$ cat config.mk
export PLATFORM = sky130hd
export DESIGN_NAME = lp_wake_ctrl
export DESIGN_NICKNAME = d
export VERILOG_FILES = /design/src/rtl/lpw_pkg.sv /design/src/rtl/lpw_period_bank.sv /design/src/rtl/lpw_countdown.sv /design/src/rtl/lpw_wake_router.sv /design/src/rtl/lp_wake_ctrl.sv
export SDC_FILE = /design/constraint.sdc
export NUM_CORES = 1
export LEC_CHECK = 0
export BUFFER_PORTS_ARGS = -buffer_cell sky130_fd_sc_hd__buf_2
export CORE_MARGIN = 5
export CORE_UTILIZATION = 45
export CTS_CLUSTER_SIZE = 14
export DETAILED_ROUTE_END_ITERATION = 16
export PLACE_DENSITY = 0.63
export SYNTH_ARGS = -nofsm -noshare
export SYNTH_HDL_FRONTEND = slang
export SYNTH_SLANG_ARGS = --single-unit
$ cat constraint.sdc
create_clock -name clk -period 4.25 [get_ports clk]
set_input_delay 0.85 -clock clk [delete_from_list [all_inputs] [get_ports clk]]
set_output_delay 0.85 -clock clk [all_outputs]
set_load 0.02 [all_outputs]
$ cat src/rtl/lpw_pkg.sv
package lpw_pkg;

    localparam int NUM_SLOTS = 5;
    localparam int SEL_W     = 3;

    typedef logic [SEL_W-1:0] slot_idx_t;

    // Chip state that steers a wake strobe
    typedef struct packed {
        logic rdy;
        logic deep;
        logic wake_ok;
        logic irq_ok;
    } wake_env_t;

    function automatic logic slot_valid(input slot_idx_t idx);
        return int'(idx) < NUM_SLOTS;
    endfunction

endpackage

$ cat src/rtl/lpw_period_bank.sv
module lpw_period_bank
    import lpw_pkg::*;
#(
    parameter int PERIOD_W   = 16,
    parameter int RST_PERIOD = 0
) (
    input  logic                clk,
    input  logic                rst,
    input  logic                cfg_wr,
    input  slot_idx_t           cfg_idx,
    input  logic [PERIOD_W-1:0] cfg_period,
    input  logic                core_sel,
    input  slot_idx_t           core_sel_idx,
    output logic [PERIOD_W-1:0] sel_period
);

    localparam logic [PERIOD_W-1:0] RST_VAL = PERIOD_W'(RST_PERIOD);

    logic [PERIOD_W-1:0] bank [NUM_SLOTS];
    slot_idx_t           sel_q;

    for (genvar s = 0; s < NUM_SLOTS; s++) begin : g_slot
        logic [PERIOD_W-1:0] slot_q;
        always_ff @(posedge clk) begin
            if (rst)
                slot_q <= RST_VAL;
            else if (cfg_wr && cfg_idx == slot_idx_t'(s))
                slot_q <= cfg_period;
        end
        assign bank[s] = slot_q;
    end

    always_ff @(posedge clk) begin
        if (rst)
            sel_q <= '0;
        else if (core_sel && slot_valid(core_sel_idx))
            sel_q <= core_sel_idx;
    end

    always_comb begin
        sel_period = '0;
        for (int s = 0; s < NUM_SLOTS; s++)
            if (sel_q == slot_idx_t'(s))
                sel_period = bank[s];
    end

    AST_SEL_LEGAL: assert property (@(posedge clk) disable iff (rst)
        slot_valid(sel_q));
    AST_SEL_IGNORED: assert property (@(posedge clk) disable iff (rst)
        (core_sel && !slot_valid(core_sel_idx)) |=> $stable(sel_q));

endmodule

$ cat src/rtl/lpw_countdown.sv
module lpw_countdown #(
    parameter int PERIOD_W = 16
) (
    input  logic                clk,
    input  logic                rst,
    input  logic                tmr_en,
    input  logic                core_halt,
    input  logic [PERIOD_W-1:0] load_val,
    output logic                core_start
);

    logic [PERIOD_W-1:0] cnt_q;
    logic                run_q;

    always_ff @(posedge clk) begin
        if (rst) begin
            cnt_q      <= '0;
            run_q      <= 1'b0;
            core_start <= 1'b0;
        end else begin
            core_start <= 1'b0;
            if (!tmr_en) begin
                run_q <= 1'b0;
            end else if (core_halt) begin
                cnt_q <= load_val;
                run_q <= 1'b1;
            end else if (run_q) begin
                if (cnt_q == '0) begin
                    core_start <= 1'b1;
                    run_q      <= 1'b0;
                end else begin
                    cnt_q <= cnt_q - 1'b1;
                end
            end
        end
    end

    AST_START_SINGLE: assert property (@(posedge clk) disable iff (rst)
        core_start |=> !core_start);
    AST_DISABLED_NO_START: assert property (@(posedge clk) disable iff (rst)
        !tmr_en |=> !core_start);
    AST_HALT_RELOADS: assert property (@(posedge clk) disable iff (rst)
        (core_halt && tmr_en) |=> !core_start);
    AST_IDLE_AFTER_START: assert property (@(posedge clk) disable iff (rst)
        (core_start && !core_halt) |=> !run_q);

endmodule

$ cat src/rtl/lpw_wake_router.sv
module lpw_wake_router
    import lpw_pkg::*;
(
    input  logic      clk,
    input  logic      rst,
    input  logic      core_wake,
    input  wake_env_t env,
    input  logic      irq_clr,
    output logic      wake_req,
    output logic      irq
);

    logic wake_go;
    assign wake_go = core_wake && env.rdy;

    always_ff @(posedge clk) begin
        if (rst) begin
            wake_req <= 1'b0;
            irq      <= 1'b0;
        end else begin
            wake_req <= wake_go && env.deep && env.wake_ok;
            irq      <= (wake_go && !env.deep && env.irq_ok) || (irq && !irq_clr);
        end
    end

    AST_WAKE_NEEDS_READY: assert property (@(posedge clk) disable iff (rst)
        $rose(wake_req) |-> $past(env.rdy && core_wake));
    AST_WAKE_IN_DEEP: assert property (@(posedge clk) disable iff (rst)
        $rose(wake_req) |-> $past(env.deep));
    AST_IRQ_STICKY: assert property (@(posedge clk) disable iff (rst)
        (irq && !irq_clr) |=> irq);
    AST_IRQ_CLEARED: assert property (@(posedge clk) disable iff (rst)
        (irq_clr && !core_wake) |=> !irq);

endmodule

$ cat src/rtl/lp_wake_ctrl.sv
module lp_wake_ctrl
    import lpw_pkg::*;
#(
    parameter int PERIOD_W   = 16,
    parameter int RST_PERIOD = 0
) (
    input  logic                clk,
    input  logic                rst,
    input  logic                cfg_wr,
    input  logic [2:0]          cfg_idx,
    input  logic [PERIOD_W-1:0] cfg_period,
    input  logic                core_halt,
    input  logic                core_sel,
    input  logic [2:0]          core_sel_idx,
    input  logic                core_wake,
    input  logic                tmr_en,
    input  logic                deep_sleep,
    input  logic                wake_en,
    input  logic                rdy_wake,
    input  logic                irq_en,
    input  logic                irq_clr,
    output logic                core_start,
    output logic                wake_req,
    output logic                irq
);

    logic [PERIOD_W-1:0] sel_period;
    wake_env_t           env;

    assign env = '{rdy: rdy_wake, deep: deep_sleep, wake_ok: wake_en, irq_ok: irq_en};

    lpw_period_bank #(.PERIOD_W(PERIOD_W), .RST_PERIOD(RST_PERIOD)) u_bank (
        .clk          (clk),
        .rst          (rst),
        .cfg_wr       (cfg_wr),
        .cfg_idx      (cfg_idx),
        .cfg_period   (cfg_period),
        .core_sel     (core_sel),
        .core_sel_idx (core_sel_idx),
        .sel_period   (sel_period)
    );

    lpw_countdown #(.PERIOD_W(PERIOD_W)) u_timer (
        .clk        (clk),
        .rst        (rst),
        .tmr_en     (tmr_en),
        .core_halt  (core_halt),
        .load_val   (sel_period),
        .core_start (core_start)
    );

    lpw_wake_router u_wake (
        .clk       (clk),
        .rst       (rst),
        .core_wake (core_wake),
        .env       (env),
        .irq_clr   (irq_clr),
        .wake_req  (wake_req),
        .irq       (irq)
    );

    AST_RESET_QUIET: assert property (@(posedge clk)
        rst |=> (!core_start && !wake_req && !irq));

endmodule

==> results of run 1 <==
-- cells in the mapped netlist (all sizes together) (7+ instances only) --
| cell | n | area share |
|---|---|---|
| buf | 8 | 0.010 |
| nand2 | 185 | 0.15 |
| mux4 | 8 | 0.039 |
| nor2 | 27 | 0.022 |
| o21ai | 24 | 0.026 |
| a21oi | 104 | 0.11 |
| nor3 | 10 | 0.013 |
| and3 | 7 | 0.0094 |
| mux2i | 9 | 0.019 |
| dfxtp | 103 | 0.44 |
| clkbuf | 33 | 0.026 |
-- power breakdown --
group	internal, mW	switching, mW	total, mW
logic	0.122	0.206	0.328
registers	0.997	0.0253	1.02
clock network	0.334	0.350	0.684
total	1.45	0.582	2.03
-- flip-flops by register name (all words and copies together) (netlist names) --
signal	cells
u_wake.irq	1
u_timer.cnt_q	16
u_timer.run_q	1
u_timer.core_start	1
u_bank.g_slot.slot_q	80
u_bank.sel_q	3
u_wake.wake_req	1
-- path summary, 6_finish.rpt --
| kind | endpoint | depth (start not counted) |
|---|---|---|
| hold / removal | u_bank.g_slot[1].slot_q[9] | 2 |
| hold reg to reg | u_bank.g_slot[1].slot_q[9] | 2 |
| setup / recovery | u_timer.cnt_q[11] | 7 |
| setup reg to reg | u_timer.cnt_q[11] | 7 |
-- stage by stage --
| stage | power (mW) | setup slack, ps |
|---|---|---|
| after floorplan | 1.28 | 2180 |
| after global placement | 1.36 | 1450 |
| after detailed placement | 1.37 | 1410 |
| after CTS | 2.04 | 1790 |
| after global routing | 2.13 | 1460 |
| final | 2.03 | 1790 |
-- routing by layer --
| layer | GRT usage | vias to the layer above | share of wire |
|---|---|---|---|
| met1 | 0.290 | 1988 | 0.49 |
| li1 | - | 2083 | - |
| met3 | 0.0293 | 9 | 0.055 |
| met5 | 0 | - | 0 |
| met4 | 0.0609 | 0 | 0.0098 |
| met2 | 0.308 | 107 | 0.45 |
-- cell families after synthesis --
family | synth area share
compound gates | 0.201
fa+ha+maj | 0.00268
buf+inv | 0.0407
flops | 0.441
mux | 0.0626
simple gates | 0.252
-- area by class of cell --
cell class                 instances  area, µm²  share of cell area
clock buffer                       9        124              0.0242
sequential                       103       2060               0.403
inverter                           5       18.8             0.00366
timing repair buffer              42        228              0.0445
multi-input combinational        449       2420               0.473
tap                              136        170              0.0332
clock inverter                     7       95.1              0.0186
-- critical path, stage by stage (launching register included) --
cell	delay, ps
dfxtp_1	410
inv_1	80
ha_1	250
or3b_2	280
nor3_4	80
a21oi_1	810
o21ai_0	200
a211oi_1	260
==> results.ini, run 1 <==
[grt]
grt_pass1_vias = 4009
gr-total-overflow = 0
grt_max_degree = 105
grt_pass1_wl_um = 20700
grt_use_total = 0.200
antenna_found_initial = 0

[timing]
final_max_slew_viol_count = 0
relSlewSlack = 0.248
post-route-period-util = 0.579
max_clock_freq_ghz = 0.407
fin_skew_ps = 6.66
fin_crit_ps = 2460
hold_viol = 0
grt_setup_unrepaired = no
worstMarginPinSlew_ps = 1130
timing.hold.ws_ps = 458
finalSetupTns_ps = 0
setup_viol_count_final = 0

[drt]
drt_iter0_drc = 262
drt-pass1-iter-count = 5
vias = 4187
wl_per_cell_um = 16.2
drt_drc_violations_left = 0
ant_nets = 0
vias_per_cell = 5.58
drt_wl_total_um = 12200

[cts]
cts_hold_buffers = 0
cts.clk_slew.worst_paths_ps = 100
cts_tree = yes
cts_made_buffers = 9
clk_latency_ps = 370
cts_setup_buffers = 0
cts_buffer_depth = 2
cts_max_level = 3
clock-sinks = 103
cts-root-buf = clkbuf_8
cts_resized = 0

[floorplan]
boundaryPins = 37
core.rowCount = 37
start_util = 0.457
die_x_um = 112
dieArea_um2 = 12500
die_h_um = 112
core_region_area_um2 = 10200

[synth]
syn_area_um2 = 4680
syn_avg_cell_area_um2 = 7.82
yosys_warnings = 0
yosysUniqueCellTypes = 53
async_reset_ff_frac = 0
seq_area_frac_synth = 0.441
ys_ff_latch = 103
synth-main-ff-cell = dfxtp_1
syn_inst = 598
synth.net_count = 633
synth_edf_count = 0

[cells_and_area]
drive_gt1_frac = 0.137
fin_area_um2 = 5120
fill_cells = 969
final_common_cell = nand2_1
fin_nets = 645
area_growth_pct = 9.53
fin_util = 0.501
final_cell_mix = 185 x nand2_1, 103 x dfxtp_1, 100 x a21oi_1
instances_no_fill = 751
antenna_cells = 0

[critical_path]
crit_path_start_kind = register
critical_path_class = register to register
cp.required_ps = 4530
regToRegSetupSlack_ps = 1790
crit_start = u_timer.cnt_q[0]
cp_max_fo = 13
critPathArrivalTime_ps = 2740
rr_startpoint = u_timer.cnt_q[0]
end_kind = register

[power_and_ir_drop]
power_leakage_nw = 1.77
ir_drop_v = 0.000158
p_per_area_nw_per_um2 = 397

[placement]
io_buffer_count = 36
post_dp_cell_area_um2 = 4900
gp_congestion = 0.890
dp_hpwl_um = 7800
dp_cells = 735

[hold_path]
min-delay-start = u_bank.g_slot[1].slot_q[9]
hp-class = register to register

[status]
status = complete, no violations

[flow_run]
drv_cap = 0

(Power assumes the default switching activity.)
==> run 2, diff against run 1 <==
==> constraint.sdc (replaced) <==
create_clock -name clk -period 2.4 [get_ports clk]
set_input_delay 0.48 -clock clk [delete_from_list [all_inputs] [get_ports clk]]
set_output_delay 0.48 -clock clk [all_outputs]
set_load 0.02 [all_outputs]
==> run 2 against run 1 <==
Net effect: register-to-register slack lost 1500 ps; final area rose by 1.6%; total power grew 70%; sequential share of layout area down 0.62 points; clock power is 54% higher; critical path depth increased by 1; wire length grew 2.3%; first-iteration DRC count grew 22%; global-route usage increased by 0.25 points; critical endpoint is now u_timer.cnt_q[0]; largest power group unchanged.
==> results.ini, run 2 (same netlist as run 1, synthesis figures left out) <==
[floorplan]
dieArea_um2 = 12500
core.rowCount = 37
die_h_um = 112
core_region_area_um2 = 10200
boundaryPins = 37
start_util = 0.457
die_x_um = 112

[timing]
max_clock_freq_ghz = 0.470
fin_crit_ps = 2130
relSlewSlack = 0.514
final_max_slew_viol_count = 0
grt_setup_unrepaired = no
worstMarginPinSlew_ps = 727
hold_viol = 0
fin_skew_ps = 12.8
setup_slack_ps = 272
post-route-period-util = 0.887
setup_viol_count_final = 0
finalSetupTns_ps = 0

[cts]
cts_made_buffers = 9
cts_setup_buffers = 0
clock-sinks = 103
cts-root-buf = clkbuf_8
cts_buffer_depth = 2
cts.clk_slew.worst_paths_ps = 100
cts_tree = yes
cts_max_level = 3
cts_hold_buffers = 0
clk_latency_ps = 370
cts_resized = 0

[cells_and_area]
reg.largest.list = u_bank.g_slot.slot_q: 80 flops, u_timer.cnt_q: 16 flops, u_bank.sel_q: 3 flops
final_cell_mix = 185 x nand2_1, 103 x dfxtp_1, 99 x a21oi_1
antenna_cells = 0
fin_util = 0.508
largest_reg_flops = 80
drive_gt1_frac = 0.153
regMostFlops = u_bank.g_slot.slot_q
final_common_cell = nand2_1
area_growth_pct = 11.2
fin_nets = 656
instances_no_fill = 762

[drt]
drt_wl_total_um = 12400
drt_iter0_drc = 319
wl_per_cell_um = 16.3
drt-pass1-iter-count = 5
ant_nets = 0
vias = 4257
drt_drc_violations_left = 0
vias_per_cell = 5.59

[critical_path]
end_kind = register
crit_path_start_kind = register
cp_common_cell = a211oi_1
critPathBufInv = 2
reg2regPathDepth = 8
cpMaxStageDelayCell = or3b_2
cp.required_ps = 2670
cp.depth = 8
crit_family = simple AND/OR/NAND/NOR gates
critPathArrivalTime_ps = 2390
crit_chain = inv_1 > ha_1 > or3b_2 > nor3_4 > buf_4 > a21o_4 > a211oi_1 > a211oi_1
critical_path_class = register to register
regToRegSetupSlack_ps = 270
cpPeakStageDelay_ps = 520
cp_max_fo = 15

[power_and_ir_drop]
power_leakage_nw = 1.81
p_per_area_nw_per_um2 = 666
total_power_mw = 3.46
ir_drop_v = 0.000306

[status]
status = complete, no violations

[placement]
gp_congestion = 0.876
place_ws_ps = 59.9
dp_hpwl_um = 8360
io_buffer_count = 36
dp_cells = 746

[hold_path]
hold-path-cell-count = 3
hp-class = primary input to register

[grt]
grt_use_total = 0.203
gr-total-overflow = 0
antenna_found_initial = 0
grt_max_degree = 44
grt_pass1_wl_um = 20800
grt_pass1_vias = 4092

[flow_run]
drv_cap = 0

-- run 2: worst paths after layout --
| check | to | startpoint |
|---|---|---|
| setup / recovery | u_timer.cnt_q[0] | u_timer.cnt_q[0] |
| hold / removal | u_wake.wake_req | rdy_wake |
| setup reg to reg | u_timer.cnt_q[0] | u_timer.cnt_q[0] |
| hold reg to reg | u_bank.g_slot[4].slot_q[12] | u_bank.g_slot[4].slot_q[12] |
-- run 2: per-layer routing --
layer	part of all wire	track usage	vias up
met4	0.0097	0.0497	0
met5	0	0	-
met3	0.058	0.0337	12
met1	0.46	0.280	2012
met2	0.47	0.332	135
li1	-	-	2098
-- run 2: report_power, final --
group | leakage (nW) | internal (mW) | switching, mW
Clock | 0.0956 | 0.423 | 0.623
Sequential | 0.834 | 1.77 | 0.0513
Combinational | 0.883 | 0.237 | 0.360
-- run 2: through the flow --
stage	cell area, µm²	hold WS [ps]
5_1_grt	5200	327
4_1_cts	5200	328
6_report	5200	341
2_1_floorplan	4680	424
3_5_place_dp	5010	446
3_3_place_gp	5010	439
-- run 2: area by class of cell --
cell class | count | area (µm²)
Multi-Input combinational cell | 449 | 2430
Clock buffer | 10 | 138
Clock inverter | 6 | 50.0
Tap cell | 136 | 170
Timing Repair Buffer | 53 | 335
Fill cell | 1005 | 5030
Inverter | 5 | 18.8
Sequential cell | 103 | 2060
-- run 2: worst min-delay path, stage by stage --
cell and delay (ps):
buf_2 100, nand4_1 60, nor2_1 30
==> run 3, diff against run 2 <==
--- a/config.mk
+++ b/config.mk
@@ -6,6 +6,7 @@
 export NUM_CORES = 1
 export LEC_CHECK = 0
 export BUFFER_PORTS_ARGS = -buffer_cell sky130_fd_sc_hd__buf_2
+export CORE_ASPECT_RATIO = 0.75
 export CORE_MARGIN = 5
 export CORE_UTILIZATION = 45
 export CTS_CLUSTER_SIZE = 14
@@ -13,4 +14,5 @@
 export PLACE_DENSITY = 0.63
 export SYNTH_ARGS = -nofsm -noshare
 export SYNTH_HDL_FRONTEND = slang
+export SYNTH_HIERARCHICAL = 1
 export SYNTH_SLANG_ARGS = --single-unit
==> run 3 against run 2 <==
Net effect: sequential share of layout area down 1.9 points; synthesized area up 5.4%; sequential power about the same; register-to-register slack about the same; non-clock buffer count down 1; clock power up 51%; worst hold slack better by 45 ps; core utilization down 0.34 points; combinational power up 19%; critical endpoint is now u_timer/cnt_q[14].
==> results.ini, run 3 <==
[synth]
synthMuxAreaShare = 0.0409
yosys_warnings = 6
synth-main-ff-cell = dfxtp_1
synth_top_area_frac = 0.418
ys_top_cells_by_count = 178 x nand2_1, 103 x dfxtp_1, 91 x a21oi_1, 21 x clkbuf_1
syn_area_um2 = 4930
yosysUniqueCellTypes = 60
synth_area_leaders = dfxtp_1 42%, nand2_1 14%, a21oi_1 9.2%, mux2i_1 3.9%, a22oi_1 2.9%
synth_top_family_by_area = simple AND/OR/NAND/NOR gates
synth-xor-area-share = 0
seq_area_frac_synth = 0.418
async_reset_ff_frac = 0
synth_edf_count = 0
synth-simple-area-share = 0.250
synth-compound-area-share = 0.226
yosys.area.top_type = dfxtp_1
synth.most_common_cell = nand2_1
synth.net_count = 651
synthAdderAreaFrac = 0.00254
ys_ff_latch = 103
syn_avg_cell_area_um2 = 8.00
syn_inst = 616

[cts]
cts_resized = 0
cts_made_buffers = 9
cts-root-buf = clkbuf_16
cts_tree = yes
cts_buffer_depth = 2
clock-sinks = 103
cts.clk_slew.worst_paths_ps = 70
cts_max_level = 3
cts_setup_buffers = 0
clk_latency_ps = 350
cts_hold_buffers = 0

[timing]
fin_crit_ps = 2120
setup_viol_count_final = 0
worstMarginPinSlew_ps = 741
relSlewSlack = 0.506
grt_setup_unrepaired = no
hold_viol = 0
max_clock_freq_ghz = 0.472
final_max_slew_viol_count = 0
finalSetupTns_ps = 0
fin_skew_ps = 7.19
timing.hold.ws_ps = 386
setup_slack_ps = 283
post-route-period-util = 0.882

[cells_and_area]
final_cell_mix = 178 x nand2_1, 103 x dfxtp_1, 91 x a21oi_1
reg.largest.list = u_bank/g_slot.slot_q: 80 flops, u_timer/cnt_q: 16 flops, u_bank/sel_q: 3 flops
fin_nets = 657
fin_area_um2 = 5460
fill_cells = 1073
regMostFlops = u_bank/g_slot.slot_q
largest_reg_flops = 80
final_common_cell = nand2_1
multi_input_area_um2 = 2570
drive_gt1_frac = 0.134
register_area_um2 = 2060
area_growth_pct = 10.8
antenna_cells = 0

[placement]
place_ws_ps = 389
dp_hpwl_um = 8630
gp_congestion = 0.859
post_dp_cell_area_um2 = 5140
io_buffer_count = 36

[grt]
grt_pass1_vias = 4330
grt_pass1_wl_um = 22500
grt_max_degree = 47
gr-total-overflow = 0
grt_use_total = 0.217
antenna_found_initial = 0

[power_and_ir_drop]
p_per_area_nw_per_um2 = 757
comb_power_share = 0.173
switchingPower_mw = 1.17
power.internal_mw = 2.96
switching_share = 0.284
clock_power_share = 0.384
ir_drop_v = 0.000413
power_leakage_nw = 1.85
seqPwrFrac = 0.443

[flow_run]
drv_cap = 0

[status]
status = complete, no violations

[floorplan]
boundaryPins = 37
start_util = 0.456
dieArea_um2 = 13200
core_region_area_um2 = 10800
core.rowCount = 33
die_x_um = 131
die_h_um = 101

[drt]
drt_drc_violations_left = 0
drt_wl_total_um = 13800
vias = 4526
vias_per_cell = 5.90
drt_iter0_drc = 411
ant_nets = 0
drt-pass1-iter-count = 5
wl_per_cell_um = 18.0

[hold_path]
hp-class = primary input to register

[critical_path]
end_kind = register
critPathArrivalTime_ps = 2360
crit_path_start_kind = register
cp_max_fo = 15
cp.required_ps = 2650
critical_path_class = register to register

==> run 3: changes by cell type after synthesis, sizes merged, moves of 5 or more <==
| cell | delta |
|---|---|
| buf | +22 |
| o21ai | -19 |
| a22oi | +17 |
| nor2 | -17 |
| nand3 | +15 |
| a21oi | -13 |
| o221ai | +12 |
| o32ai | +12 |
| mux2i | +10 |
| mux4 | -8 |
| clkbuf | -6 |
| a22o | -5 |
| nand2 | -5 |
==> run 3: per-stage QoR <==
| step | util | power, mW | instances |
|---|---|---|---|
| after floorplan | - | 2.40 | 616 |
| after global placement | 0.475 | 2.56 | 751 |
| after detailed placement | 0.475 | 2.57 | 751 |
| after CTS | 0.505 | 4.16 | 767 |
| after global routing | 0.505 | 4.32 | 767 |
| final | 0.505 | 4.14 | 767 |
==> run 3: logic make-up (layout without fill, tap and decap cells) <==
group                      Yosys count  in the layout
and+or+nand+nor                    259            259
DFF                                103            103
buffers and inverters               63             74
adders and majority gates            1              1
muxes                               20             20
AOI/OAI and AO/OA                  170            170
==> run 3: worst paths after layout <==
check                                      to                        start  cells after the start  slack, ps
setup reg to reg            u_timer/cnt_q[14]              u_bank/sel_q[0]                      7        280
hold reg to reg   u_bank/g_slot[3].slot_q[15]  u_bank/g_slot[3].slot_q[15]                      2        460
setup / recovery            u_timer/cnt_q[14]              u_bank/sel_q[0]                      7        280
hold / removal                u_wake/wake_req                     rdy_wake                      3        390
==> run 3: layout make-up <==
cell class / instances / area share
clock inverters: 5 / 0.0163
repair buffers: 52 / 0.0577
flip-flops and latches: 103 / 0.377
clock buffers: 11 / 0.0426
well taps: 140 / 0.0321
inverters: 6 / 0.00412
multi-input cells: 450 / 0.470
==> run 3: routing by layer <==
metal | vias up | global-route usage | share of wire
li1 | 2202 | - | -
met1 | 2186 | 0.300 | 0.48
met2 | 121 | 0.343 | 0.46
met3 | 17 | 0.0461 | 0.051
met4 | 0 | 0.0601 | 0.012
met5 | - | 0 | 0
==> run 3: worst max-delay path: stages (launching register included) <==
cell	delay, ps
dfxtp_1	490
nor2b_1	210
buf_4	270
a22oi_1	120
o221ai_1	450
nand2_1	110
o31a_1	130
o32ai_1	240
==> run 3: power groups by stage <==
stage / clock network [mW] / registers (mW) / logic (mW)
6_report: 1.59 / 1.83 / 0.714
5_1_grt: 1.71 / 1.84 / 0.776
4_1_cts: 1.63 / 1.83 / 0.702
3_5_place_dp: 0 / 1.87 / 0.698
3_3_place_gp: 0 / 1.87 / 0.692
2_1_floorplan: 0 / 1.85 / 0.554
